**src/rtl/coh_pkg.sv**
```systemverilog
package coh_pkg;
  typedef enum logic [1:0] {
    ST_I  = 2'd0,
    ST_VE = 2'd1,
    ST_S  = 2'd2,
    ST_D  = 2'd3
  } cohState_t;

  typedef enum logic [1:0] {
    BUS_RDMISS = 2'd0,
    BUS_WRMISS = 2'd1,
    BUS_INV    = 2'd2
  } busKind_t;

  // strobes from control to the tag/state array
  typedef struct packed {
    logic      latch;     // take the live processor address
    logic      wrLine;    // write the indexed line state
    logic      setTag;    // also overwrite its tag
    cohState_t newState;
  } ctrlStrb_t;
endpackage

```
**src/rtl/coh_datapath.sv**
```systemverilog
module coh_datapath
  import coh_pkg::*;
#(
  parameter int ADDR_W = 8,
  parameter int LINES  = 4
) (
  input  logic              clk,
  input  logic              rstN,
  input  ctrlStrb_t         strb,
  input  logic [ADDR_W-1:0] cpuAddr,
  input  logic              snoopValid,
  input  logic              snoopWrite,
  input  logic [ADDR_W-1:0] snoopAddr,
  output logic [ADDR_W-1:0] curAddr,
  output logic              lkHit,
  output cohState_t         lineState,
  output logic [ADDR_W-1:0] vicAddr,
  output logic              snoopHit
);
  localparam int IDX_W = $clog2(LINES);
  localparam int TAG_W = ADDR_W - IDX_W;

  cohState_t        stArr  [LINES];
  logic [TAG_W-1:0] tagArr [LINES];
  logic [ADDR_W-1:0] addrQ;

  logic [IDX_W-1:0] curIdx, sIdx;
  logic [TAG_W-1:0] curTag, sTag;

  assign curAddr   = strb.latch ? cpuAddr : addrQ;
  assign curIdx    = curAddr[IDX_W-1:0];
  assign curTag    = curAddr[ADDR_W-1:IDX_W];
  assign lineState = stArr[curIdx];
  assign lkHit     = (stArr[curIdx] != ST_I) && (tagArr[curIdx] == curTag);
  assign vicAddr   = {tagArr[curIdx], curIdx};

  assign sIdx     = snoopAddr[IDX_W-1:0];
  assign sTag     = snoopAddr[ADDR_W-1:IDX_W];
  assign snoopHit = snoopValid && (stArr[sIdx] != ST_I) && (tagArr[sIdx] == sTag);

  always_ff @(posedge clk) begin
    if (!rstN) addrQ <= '0;
    else if (strb.latch) addrQ <= cpuAddr;
  end

  always_ff @(posedge clk) begin
    for (int i = 0; i < LINES; i++) begin
      if (!rstN) begin
        stArr[i]  <= ST_I;
        tagArr[i] <= '0;
      end else if (strb.wrLine && curIdx == IDX_W'(i)) begin
        stArr[i] <= strb.newState;
        if (strb.setTag) tagArr[i] <= curTag;
      end else if (snoopHit && sIdx == IDX_W'(i)) begin
        stArr[i] <= snoopWrite ? ST_I : ST_S;
      end
    end
  end

  logic snpFree;
  assign snpFree = !(strb.wrLine && curIdx == sIdx);

  p_snoop_inv_r10: assert property (@(posedge clk) disable iff (!rstN)
    snoopHit && snoopWrite && snpFree |=> stArr[$past(sIdx)] == ST_I);

  p_snoop_demote_r9: assert property (@(posedge clk) disable iff (!rstN)
    snoopHit && !snoopWrite && snpFree |=> stArr[$past(sIdx)] == ST_S);
endmodule

```
**src/rtl/coh_ctrl.sv**
```systemverilog
module coh_ctrl
  import coh_pkg::*;
(
  input  logic      clk,
  input  logic      rstN,
  input  logic      cpuReq,
  input  logic      cpuWrite,
  input  logic      lkHit,
  input  cohState_t lineState,
  input  logic      busGrant,
  input  logic      busSharedIn,
  input  logic      wbAck,
  output ctrlStrb_t strb,
  output logic      cpuDone,
  output cohState_t cpuState,
  output logic      busReqValid,
  output busKind_t  busKind,
  output logic      wbReq
);
  typedef enum logic [1:0] {C_IDLE, C_WB, C_BUS, C_RESP} ctrlSt_t;

  ctrlSt_t   st, stN;
  busKind_t  kindQ, kindN;
  cohState_t respQ, respN;

  always_comb begin
    stN           = st;
    kindN         = kindQ;
    respN         = respQ;
    strb.latch    = (st == C_IDLE);
    strb.wrLine   = 1'b0;
    strb.setTag   = 1'b0;
    strb.newState = ST_I;
    unique case (st)
      C_IDLE: if (cpuReq) begin
        if (lkHit) begin
          if (!cpuWrite) begin
            respN = lineState;
            stN   = C_RESP;
          end else if (lineState == ST_S) begin
            kindN = BUS_INV;
            stN   = C_BUS;
          end else begin
            strb.wrLine   = 1'b1;
            strb.newState = ST_D;
            respN         = ST_D;
            stN           = C_RESP;
          end
        end else begin
          kindN = cpuWrite ? BUS_WRMISS : BUS_RDMISS;
          stN   = (lineState == ST_D) ? C_WB : C_BUS;
        end
      end
      C_WB: if (wbAck) begin
        strb.wrLine   = 1'b1;
        strb.newState = ST_I;
        stN           = C_BUS;
      end
      C_BUS: if (busGrant) begin
        strb.wrLine   = 1'b1;
        strb.setTag   = 1'b1;
        strb.newState = (kindQ != BUS_RDMISS) ? ST_D : (busSharedIn ? ST_S : ST_VE);
        respN         = strb.newState;
        stN           = C_RESP;
      end
      default: stN = C_IDLE;
    endcase
  end

  always_ff @(posedge clk) begin
    if (!rstN) begin
      st    <= C_IDLE;
      kindQ <= BUS_RDMISS;
      respQ <= ST_I;
    end else begin
      st    <= stN;
      kindQ <= kindN;
      respQ <= respN;
    end
  end

  assign cpuDone     = (st == C_RESP);
  assign cpuState    = respQ;
  assign busReqValid = (st == C_BUS);
  assign busKind     = kindQ;
  assign wbReq       = (st == C_WB);

  p_done_pulse_r2: assert property (@(posedge clk) disable iff (!rstN)
    cpuDone |=> !cpuDone);

  p_req_hold_r12: assert property (@(posedge clk) disable iff (!rstN)
    busReqValid && !busGrant |=> busReqValid && $stable(busKind));

  p_ve_write_silent_r5: assert property (@(posedge clk) disable iff (!rstN)
    st == C_IDLE && cpuReq && cpuWrite && lkHit && lineState == ST_VE
    |=> cpuDone && !busReqValid && cpuState == ST_D);

  p_read_hit_quiet_r4: assert property (@(posedge clk) disable iff (!rstN)
    st == C_IDLE && cpuReq && !cpuWrite && lkHit |=> cpuDone && !busReqValid && !wbReq);
endmodule

```
**src/rtl/snoop_coh_ctrl.sv**
```systemverilog
module snoop_coh_ctrl
  import coh_pkg::*;
#(
  parameter int ADDR_W = 8,
  parameter int LINES  = 4
) (
  input  logic              clk,
  input  logic              rstN,
  input  logic              cpuReq,
  input  logic              cpuWrite,
  input  logic [ADDR_W-1:0] cpuAddr,
  output logic              cpuDone,
  output logic [1:0]        cpuState,
  output logic              busReqValid,
  output logic [1:0]        busKind,
  output logic [ADDR_W-1:0] busReqAddr,
  input  logic              busGrant,
  input  logic              busSharedIn,
  output logic              wbReq,
  output logic [ADDR_W-1:0] wbAddr,
  input  logic              wbAck,
  input  logic              snoopValid,
  input  logic              snoopWrite,
  input  logic [ADDR_W-1:0] snoopAddr,
  output logic              snoopShared,
  output logic              supplyData
);
  ctrlStrb_t         strb;
  logic              lkHit, snoopHit;
  cohState_t         lineState, respState;
  busKind_t          kindE;
  logic [ADDR_W-1:0] curAddr, vicAddr;

  coh_ctrl u_ctrl (
    .clk(clk), .rstN(rstN), .cpuReq(cpuReq), .cpuWrite(cpuWrite),
    .lkHit(lkHit), .lineState(lineState), .busGrant(busGrant),
    .busSharedIn(busSharedIn), .wbAck(wbAck), .strb(strb),
    .cpuDone(cpuDone), .cpuState(respState), .busReqValid(busReqValid),
    .busKind(kindE), .wbReq(wbReq)
  );

  coh_datapath #(.ADDR_W(ADDR_W), .LINES(LINES)) u_dp (
    .clk(clk), .rstN(rstN), .strb(strb), .cpuAddr(cpuAddr),
    .snoopValid(snoopValid), .snoopWrite(snoopWrite), .snoopAddr(snoopAddr),
    .curAddr(curAddr), .lkHit(lkHit), .lineState(lineState),
    .vicAddr(vicAddr), .snoopHit(snoopHit)
  );

  assign cpuState    = respState;
  assign busKind     = kindE;
  assign busReqAddr  = curAddr;
  assign wbAddr      = vicAddr;
  assign snoopShared = snoopHit;
  assign supplyData  = snoopHit && !snoopWrite;

  p_addr_hold_r12: assert property (@(posedge clk) disable iff (!rstN)
    busReqValid && !busGrant |=> $stable(busReqAddr));

  p_wb_hold_r11: assert property (@(posedge clk) disable iff (!rstN)
    wbReq && !wbAck |=> wbReq && $stable(wbAddr) && !busReqValid);

  p_supply_match_r8: assert property (@(posedge clk) disable iff (!rstN)
    supplyData |-> snoopShared && snoopValid);
endmodule

```
**config.mk**
```make
export PLATFORM = sky130hd
export DESIGN_NAME = snoop_coh_ctrl
export DESIGN_NICKNAME = d
export VERILOG_FILES = /design/src/rtl/coh_pkg.sv /design/src/rtl/coh_datapath.sv /design/src/rtl/coh_ctrl.sv /design/src/rtl/snoop_coh_ctrl.sv
export SDC_FILE = /design/constraint.sdc
export NUM_CORES = 1
export LEC_CHECK = 0
export BUFFER_PORTS_ARGS = -buffer_cell sky130_fd_sc_hd__buf_2
export CORE_MARGIN = 2
export CORE_UTILIZATION = 61
export CTS_CLUSTER_DIAMETER = 60
export DETAILED_ROUTE_END_ITERATION = 10
export GPL_TIMING_DRIVEN = 0
export PLACE_DENSITY = 0.86
export RECOVER_POWER = 100
export SYNTH_ARGS = -nofsm -noshare
export SYNTH_HDL_FRONTEND = slang
export SYNTH_HIERARCHICAL = 1
export SYNTH_SLANG_ARGS = --single-unit
```
**constraint.sdc**
```tcl
create_clock -name clk -period 12 [get_ports clk]
set_input_delay 0.6 -clock clk [delete_from_list [all_inputs] [get_ports clk]]
set_output_delay 0.6 -clock clk [all_outputs]
set_load 0.01 [all_outputs]
```
Word level (Yosys, flattened, before mapping) --
Memories as Yosys holds them, arrays and structs flattened. Index checks and enable logic that the tools add are counted.
Word-level totals: flip-flop bits (word level) 14, latch bits 0, memory bits (writable) 32, memory bits (read-only) 0, input port bits 25, output and inout bits 25, memories 2
Memories:
- u_dp.tagArr | depth 4, width 6, read ports 2, clocked after Yosys merged registers in 0, wr ports 4, RTL line coh_datapath.sv:24 | logic [TAG_W-1:0] tagArr [LINES];
- u_dp.stArr | depth 4, width 2, read ports 2, clocked after Yosys merged registers in 0, wr ports 4, RTL line coh_datapath.sv:23 | cohState_t stArr [LINES];
Operators by class: $add $sub $neg 0, multiply operators 0, div/mod/pow operators 0, $lt $le $gt $ge 0, eq/ne operators 20, shift-type cells 0, multiplexer cells 89, bitwise operators 12, reductions and logical operators 23
Operators by type and width (number):
- 2-bit 2-to-1 mux | 29
- 1-bit 2-to-1 mux | 50
- 6-bit 2-to-1 mux | 4
- 2-bit equality test, second input constant | 8
- 6-bit equality test | 2
- 1-bit logical AND | 12
- 1-bit OR | 12
- 8-bit 2-to-1 mux | 1
- 2-bit by 1-bit inequality test with 1-bit output, second input constant | 4
- 2-bit one-hot mux with 2 select lines | 2
- 2-bit nonzero test | 4
- 2-bit by 1-bit equality test with 1-bit output, second input constant | 3
- 2-bit logical NOT | 3
- 2-bit one-hot mux with 3 select lines | 1
- 5-bit AND reduction | 1
- 4-bit 2-to-1 mux | 1
- 2-bit inequality test, second input constant | 2
- 4-bit AND reduction | 1
- 3-bit inequality test, second input constant | 1
- 1-bit one-hot mux with 3 select lines | 1
- 3-bit AND reduction | 1
- 1-bit logical NOT | 1

Logic depth before layout (Yosys ltp) --
Gate-level depths: netlist of the first run. An unclocked memory read counts as a cell.
depth after elaboration 15, mapped depth 18, mapped depth without buffers 16

Hierarchy --
Netlist of the first run, hierarchy kept.
By module, submodules not included:
- coh_datapath | instances 1, cells each 253, area each 2477.4 um^2, seq. area each 1121.1 um^2
- coh_ctrl | instances 1, cells each 60, area each 478.0 um^2, seq. area each 120.1 um^2
- snoop_coh_ctrl | instances 1, cells each 1, area each 13.8 um^2, seq. area each 0.0 um^2

Worst setup path after synthesis of the first run --
Ideal clock, no wire load.
kind register to register, from register u_ctrl.st[1], to memory u_dp/tagArr[0][0] (netlist bit) (enable), setup time 318 ps, arrival 3955 ps, data required time 11682 ps, slack 7727 ps, cell stages (with the launch flop) 18, path buffers 1, period minus slack after synthesis 4273 ps, cells stage by stage dfxtp_1 > inv_1 > ha_1 > buf_6 > mux2i_4 > inv_4 > mux4_2 > nor2_1 > or4_1 > nor4_2 > nand2_1 > nor2_1 > o21ai_1 > a31oi_1 > o21ai_0 > inv_1 > nand2_1 > nand2_1
RTL lines:
- start: declaration | RTL line coh_ctrl.sv:22 | ctrlSt_t st, stN;
- start signal: assignment | RTL line coh_ctrl.sv:76 | st <= stN;
- end: declaration | RTL line coh_datapath.sv:24

==> impl_metrics.env, run 1 <==
export IMPL_synth_nets=344
export IMPL_grt_pass1_wl_mm=12.4
export IMPL_relSlewSlack=0.0994
export IMPL_initial_core_util=0.629
export IMPL_dpl_cell_area_mm2=0.00329
export IMPL_num_vias=2733
export IMPL_cts_hold_repair_buffers=0
export IMPL_max_cap_violations=0
export IMPL_dpl_cell_count=429
export IMPL_finalSetupViolations=0
export IMPL_die_area_mm2=0.00544
export IMPL_async_flop_share=0
export IMPL_antenna_found_initial=0
export IMPL_clkLatencyLatePin_ns=0.32
export IMPL_critPathKind="flip-flop to flip-flop"
export IMPL_drive_gt1_frac=0.146
export IMPL_synth_edf_count=32
export IMPL_ys_types=53
export IMPL_cts_sinks=46
export IMPL_fin_crit_ns=7.11
export IMPL_firstDrtPassIters=6
export IMPL_viasPerCell=6.25
export IMPL_post_route_period_util=0.592
export IMPL_arrival_ns=7.10
export IMPL_pre_cts_ws_ns=6.56
export IMPL_syn_avg_cell_area_um2=9.46
export IMPL_dr_first_iter_drc_count=420
export IMPL_ir_drop_uv=103
export IMPL_finalHoldViolations=0
export IMPL_rows=25
export IMPL_worst_pin_slew_ns=1.34
export IMPL_die_h_um=73.8
export IMPL_cts_resized=0
export IMPL_grt_total_usage=0.308
export IMPL_cp_max_fo=10
export IMPL_critPathRequiredTime_ns=12.00
export IMPL_dp_hpwl_mm=5.97
export IMPL_hold_path_class="flip-flop to flip-flop"
export IMPL_power_static_leakage_nw=1.35
export IMPL_finalWorstSetupSlack_ns=4.89
export IMPL_finalNetCount=399
export IMPL_area_growth_pct=11.4
export IMPL_stdcell_area_mm2=0.00331
export IMPL_fin_skew_ns=0.0133
export IMPL_stdcell_count=437
export IMPL_start_kind="flip-flop"
export IMPL_status="completed"
export IMPL_synth_flop_cell="edfxtp_1"
export IMPL_cts_buffer_depth=2
export IMPL_cts_tree="done"
export IMPL_final_antenna_net_count=0
export IMPL_die_w_um=73.8
export IMPL_cts_buffers=5
export IMPL_fmax_ghz=0.141
export IMPL_routabilityCongestion=0.978
export IMPL_netlist_area_mm2=0.00297
export IMPL_drt_wl_total_mm=8.05
export IMPL_setup_tns_ns=0
export IMPL_ys_seq_area_frac=0.418
export IMPL_grt_pass1_vias=2524
export IMPL_core_area_mm2=0.00472
export IMPL_yosys_warnings=6
export IMPL_crit_path_end_kind="flip-flop"
export IMPL_path_clk_slew_ns=0.09
export IMPL_root_buffer="clkbuf_8"
export IMPL_rsz0062_at_grt="no"
export IMPL_post_cts_buffers=0
export IMPL_h_tree_depth=2
export IMPL_pwr_density_cell_mw_per_mm2=202
export IMPL_netlist_instances=314
export IMPL_antennaDiodeCount=0
export IMPL_drv_slew=0
export IMPL_overflow=0
export IMPL_drc=0
export IMPL_grt_max_degree=17
export IMPL_synth_seq_cells=46
export IMPL_port_buffers=48
export IMPL_ios=50
export IMPL_wl_per_cell_um=18.4
-- flip-flops by register name (all words and copies together), names as in the netlist --
signal,count
u_dp/addrQ,8
u_ctrl/busKind,2
u_ctrl/cpuState,2
u_dp/tagArr,24
u_dp/stArr,8
u_ctrl/st,2
-- per-layer routing --
layer / wire (um) / vias to the layer above / track usage
met5: 0 / - / 0
met4: 216 / 0 / 0.107
met2: 3740 / 214 / 0.493
li1: - / 1246 / -
met3: 928 / 28 / 0.0631
met1: 3170 / 1245 / 0.414
-- layout make-up --
cell class	count	area, um^2
Tap cell	67	83.8
Timing Repair Buffer	48	216
Sequential cell	46	1240
Clock inverter	3	25.0
Buffer	14	62.6
Clock buffer	5	68.8
Fill cell	381	1420
Inverter	23	87.6
Multi-Input combinational cell	231	1520
-- final timing paths --
kind,start,end,slack (ns),cells past startpoint
worst min-delay path,u_ctrl/cpuState[0]$_SDFFE_PN0P_,u_ctrl/cpuState[0]$_SDFFE_PN0P_,0.46,2
worst max register to register,u_ctrl/st[1]$_SDFFE_PN0P_,u_dp/tagArr[0][5]$_SDFFCE_PN0P_,4.89,18
worst min register to register,u_ctrl/cpuState[0]$_SDFFE_PN0P_,u_ctrl/cpuState[0]$_SDFFE_PN0P_,0.46,2
worst max-delay path,u_ctrl/st[1]$_SDFFE_PN0P_,u_dp/tagArr[0][5]$_SDFFCE_PN0P_,4.89,18
-- Yosys cell counts, drive strengths merged (3+ instances only) --
cell type / count / area, um^2
nor2: 51 / 194
mux2i: 26 / 285
ha: 5 / 62.6
o221ai: 3 / 26.3
nand4: 5 / 31.3
nor3: 7 / 35.0
a21oi: 3 / 15.0
nor2b: 4 / 32.5
edfxtp: 32 / 961
xor2: 3 / 26.3
buf: 8 / 57.6
o311ai: 5 / 43.8
mux4: 3 / 67.6
o32ai: 7 / 61.3
a31oi: 5 / 31.3
xnor2: 8 / 70.1
inv: 23 / 88.8
dfxtp: 14 / 280
mux2: 6 / 67.6
o21ai: 7 / 35.0
nand2: 43 / 161
clkbuf: 6 / 22.5
nand3: 7 / 35.0
and2: 3 / 18.8
-- placed cells by master (no fill, tap or decap), drive strengths merged, types with 2 or more instances in the layout --
cell type / Yosys / final
mux2: 6 / 6
clkinvlp: 0 / 2
xor2: 3 / 3
dfxtp: 14 / 14
o211ai: 2 / 2
mux4: 3 / 3
nand3b: 2 / 2
and3: 2 / 2
nor2b: 4 / 4
mux2i: 26 / 26
edfxtp: 32 / 32
a2111oi: 2 / 2
a211o: 2 / 2
nand3: 7 / 7
nor3b: 2 / 2
a21oi: 3 / 3
nor2: 51 / 51
o32ai: 7 / 7
nand4: 5 / 5
o221ai: 3 / 3
nand2: 43 / 43
clkbuf: 6 / 35
or4: 2 / 2
xnor2: 8 / 8
buf: 8 / 32
inv: 23 / 23
o22ai: 2 / 2
a22o: 2 / 2
ha: 5 / 5
a31oi: 5 / 5
nor3: 7 / 7
o311ai: 5 / 5
and2: 3 / 3
o21ai: 7 / 7
-- critical path, cell delays in order, from the launching register on --
cell	delay, ns
dfxtp_1	0.37
inv_1	0.14
ha_1	0.36
clkbuf_1	0.64
mux2i_1	0.44
clkinvlp_2	0.37
clkbuf_1	0.38
mux2i_1	0.43
o22ai_1	0.16
or4_1	0.53
nor4_1	1.02
nand2_1	0.10
nor2_1	0.16
o21ai_0	0.17
a31oi_1	0.50
o21ai_0	0.43
inv_1	0.13
nand2_1	0.18
nand2_1	0.29
-- stage by stage --
step                      power [mW]  hold slack (ns)   util
after floorplan                0.485            0.479      -
after global placement         0.576            0.444  0.697
after detailed placement       0.587            0.443  0.697
after CTS                      0.691            0.462  0.717
after global routing           0.709            0.531  0.700
final                          0.669            0.462  0.700
-- where the power goes --
group	internal, mW	switching [mW]
sequential	0.192	0.0149
combinational	0.133	0.229
clock	0.0421	0.0591
-- cells by family after synthesis --
group	synth area share
AO/OA/AOI/OAI	0.133
XOR/XNOR	0.0325
adder cells (fa/ha/maj)	0.0211
buffers and inverters	0.0569
flip-flops	0.418
multiplexers	0.142
AND/OR/NAND/NOR	0.197
No activity file was read; power rests on OpenSTA's default activity.
==> run 2: changes to the inputs <==
Settings changed: CORE_UTILIZATION 61 to 57, PLACE_DENSITY 0.86 to 0.81.
Clock period 12 ns to 6.9 ns, I/O delays scaled along.
==> run 2 against run 1 <==
Via count is 0.62% higher. Utilization down 3.7 points. Setup slack got worse by 4.0 ns. Register-to-register slack worse by 4.0 ns. Worst hold slack lost 0.079 ns. Final area up 1.7%. Power increased by 81%. Maximum frequency rose by 18%. Clock power rose by 100%. Largest cell class unchanged.
==> impl_metrics.env, run 2 (synthesized netlist as in run 1, its figures left out) <==
export IMPL_largest_reg_flops=24
export IMPL_ios=50
export IMPL_top_register="u_dp/tagArr"
export IMPL_relSlewSlack=0.250
export IMPL_fin_skew_ns=0.00566
export IMPL_drv_slew=0
export IMPL_path_clk_slew_ns=0.09
export IMPL_grt_max_degree=16
export IMPL_top_regs="u_dp/tagArr: 24 flops, u_dp/addrQ: 8 flops, u_dp/stArr: 8 flops"
export IMPL_cts_resized=0
export IMPL_viasPerCell=6.25
export IMPL_drt_met1_wl_mm=3.29
export IMPL_cts_hold_repair_buffers=0
export IMPL_pre_cts_ws_ns=1.40
export IMPL_critPathKind="flip-flop to flip-flop"
export IMPL_dp_hpwl_mm=5.90
export IMPL_grt_pass1_wl_mm=12.8
export IMPL_die_area_mm2=0.00580
export IMPL_dpl_cell_area_mm2=0.00330
export IMPL_cts_sinks=46
export IMPL_port_buffers=48
export IMPL_arrival_ns=6.01
export IMPL_cts_tree="done"
export IMPL_root_buffer="clkbuf_8"
export IMPL_routabilityCongestion=0.967
export IMPL_ir_drop_uv=206
export IMPL_route_met2_wl_mm=3.80
export IMPL_rows=26
export IMPL_pwr_density_cell_mw_per_mm2=361
export IMPL_crit_path_end_kind="flip-flop"
export IMPL_hold_path_class="input pin to flip-flop"
export IMPL_core_area_mm2=0.00507
export IMPL_die_w_um=76.2
export IMPL_drive_gt1_frac=0.157
export IMPL_firstDrtPassIters=6
export IMPL_drc=0
export IMPL_wl_met3_um=823
export IMPL_whs_ns=0.383
export IMPL_initial_core_util=0.585
export IMPL_top_layer="met4"
export IMPL_mostFrequentLayoutCell="nor2_1"
export IMPL_start_kind="flip-flop"
export IMPL_finalSetupViolations=0
export IMPL_post_cts_buffers=0
export IMPL_stdcell_count=440
export IMPL_rsz0062_at_grt="no"
export IMPL_drt_wl_total_mm=8.13
export IMPL_finalHoldViolations=0
export IMPL_whs_path_depth=3
export IMPL_dpl_cell_count=432
export IMPL_status="completed"
export IMPL_max_cap_violations=0
export IMPL_num_vias=2750
export IMPL_die_h_um=76.2
export IMPL_clkLatencyLatePin_ns=0.30
export IMPL_overflow=0
export IMPL_layout_common_cells="50 x nor2_1, 43 x nand2_1, 32 x edfxtp_1, 31 x buf_2, 27 x clkbuf_1"
export IMPL_setup_tns_ns=0
export IMPL_cts_buffers=5
export IMPL_stdcell_area_mm2=0.00336
export IMPL_post_route_period_util=0.875
export IMPL_utilization=0.663
export IMPL_antennaDiodeCount=0
export IMPL_h_tree_depth=2
export IMPL_grt_pass1_vias=2561
export IMPL_grt_total_usage=0.282
export IMPL_finalWorstSetupSlack_ns=0.864
export IMPL_worst_pin_slew_ns=1.10
export IMPL_final_antenna_net_count=0
export IMPL_dr_first_iter_drc_count=426
export IMPL_area_growth_pct=13.3
export IMPL_finalPower_mw=1.21
export IMPL_fin_crit_ns=6.04
export IMPL_finalNetCount=399
export IMPL_worstRegToRegCells=18
export IMPL_fmax_ghz=0.166
export IMPL_power_static_leakage_nw=1.37
export IMPL_critPathRequiredTime_ns=6.88
export IMPL_wl_per_cell_um=18.5
export IMPL_cp_max_fo=10
export IMPL_cts_buffer_depth=2
export IMPL_antenna_found_initial=0
==> run 2: cell types whose count changed in the layout (fill, tap and decap cells not counted), sizes merged <==
cell / before / now
buf: 32 / 34
clkbuf: 35 / 33
bufinv: 0 / 1
clkinvlp: 2 / 1
==> run 2: cell type report <==
class | count | area (um^2)
multi-input combinational | 231 | 1540
buffer | 14 | 77.6
sequential | 46 | 1240
inverter | 23 | 87.6
fill | 445 | 1710
tap | 70 | 87.6
timing repair buffer | 48 | 216
clock inverter | 3 | 43.8
clock buffer | 5 | 68.8
==> run 2: worst max-delay path, cell delays in order (launching register included) <==
cell and delay [ns]:
dfxtp_1 0.37, inv_1 0.12, ha_1 0.36, buf_6 0.25, mux2i_1 0.35, clkinvlp_2 0.40
buf_6 0.28, mux2i_1 0.27, o22ai_1 0.13, or4_1 0.52, nor4_2 0.56, nand2_1 0.10
nor2_1 0.13, o21ai_0 0.13, a31oi_1 0.51, o21ai_0 0.48, inv_1 0.16, nand2_1 0.25
nand2_1 0.36
==> run 2: power by group <==
part | internal, mW | total, mW | switching (mW)
registers | 0.333 | 0.360 | 0.0263
clock network | 0.109 | 0.203 | 0.0939
logic | 0.244 | 0.651 | 0.406
total | 0.686 | 1.21 | 0.527
==> run 2: worst paths after layout <==
path	start	to	slack [ns]
worst max-delay path	u_ctrl/st[0]$_SDFFE_PN0P_	u_dp/tagArr[0][5]$_SDFFCE_PN0P_	0.86
worst min-delay path	rstN	u_ctrl/cpuState[0]$_SDFFE_PN0P_	0.38
worst max register to register	u_ctrl/st[0]$_SDFFE_PN0P_	u_dp/tagArr[0][5]$_SDFFCE_PN0P_	0.86
worst min register to register	u_ctrl/cpuState[1]$_SDFFE_PN0P_	u_ctrl/cpuState[1]$_SDFFE_PN0P_	0.47
==> run 2: per-layer routing <==
metal  global-route usage  vias to the layer above
met3               0.0379                       26
met5                    0                        -
met1                0.390                     1288
met4               0.0982                        0
li1                     -                     1252
met2                0.459                      184
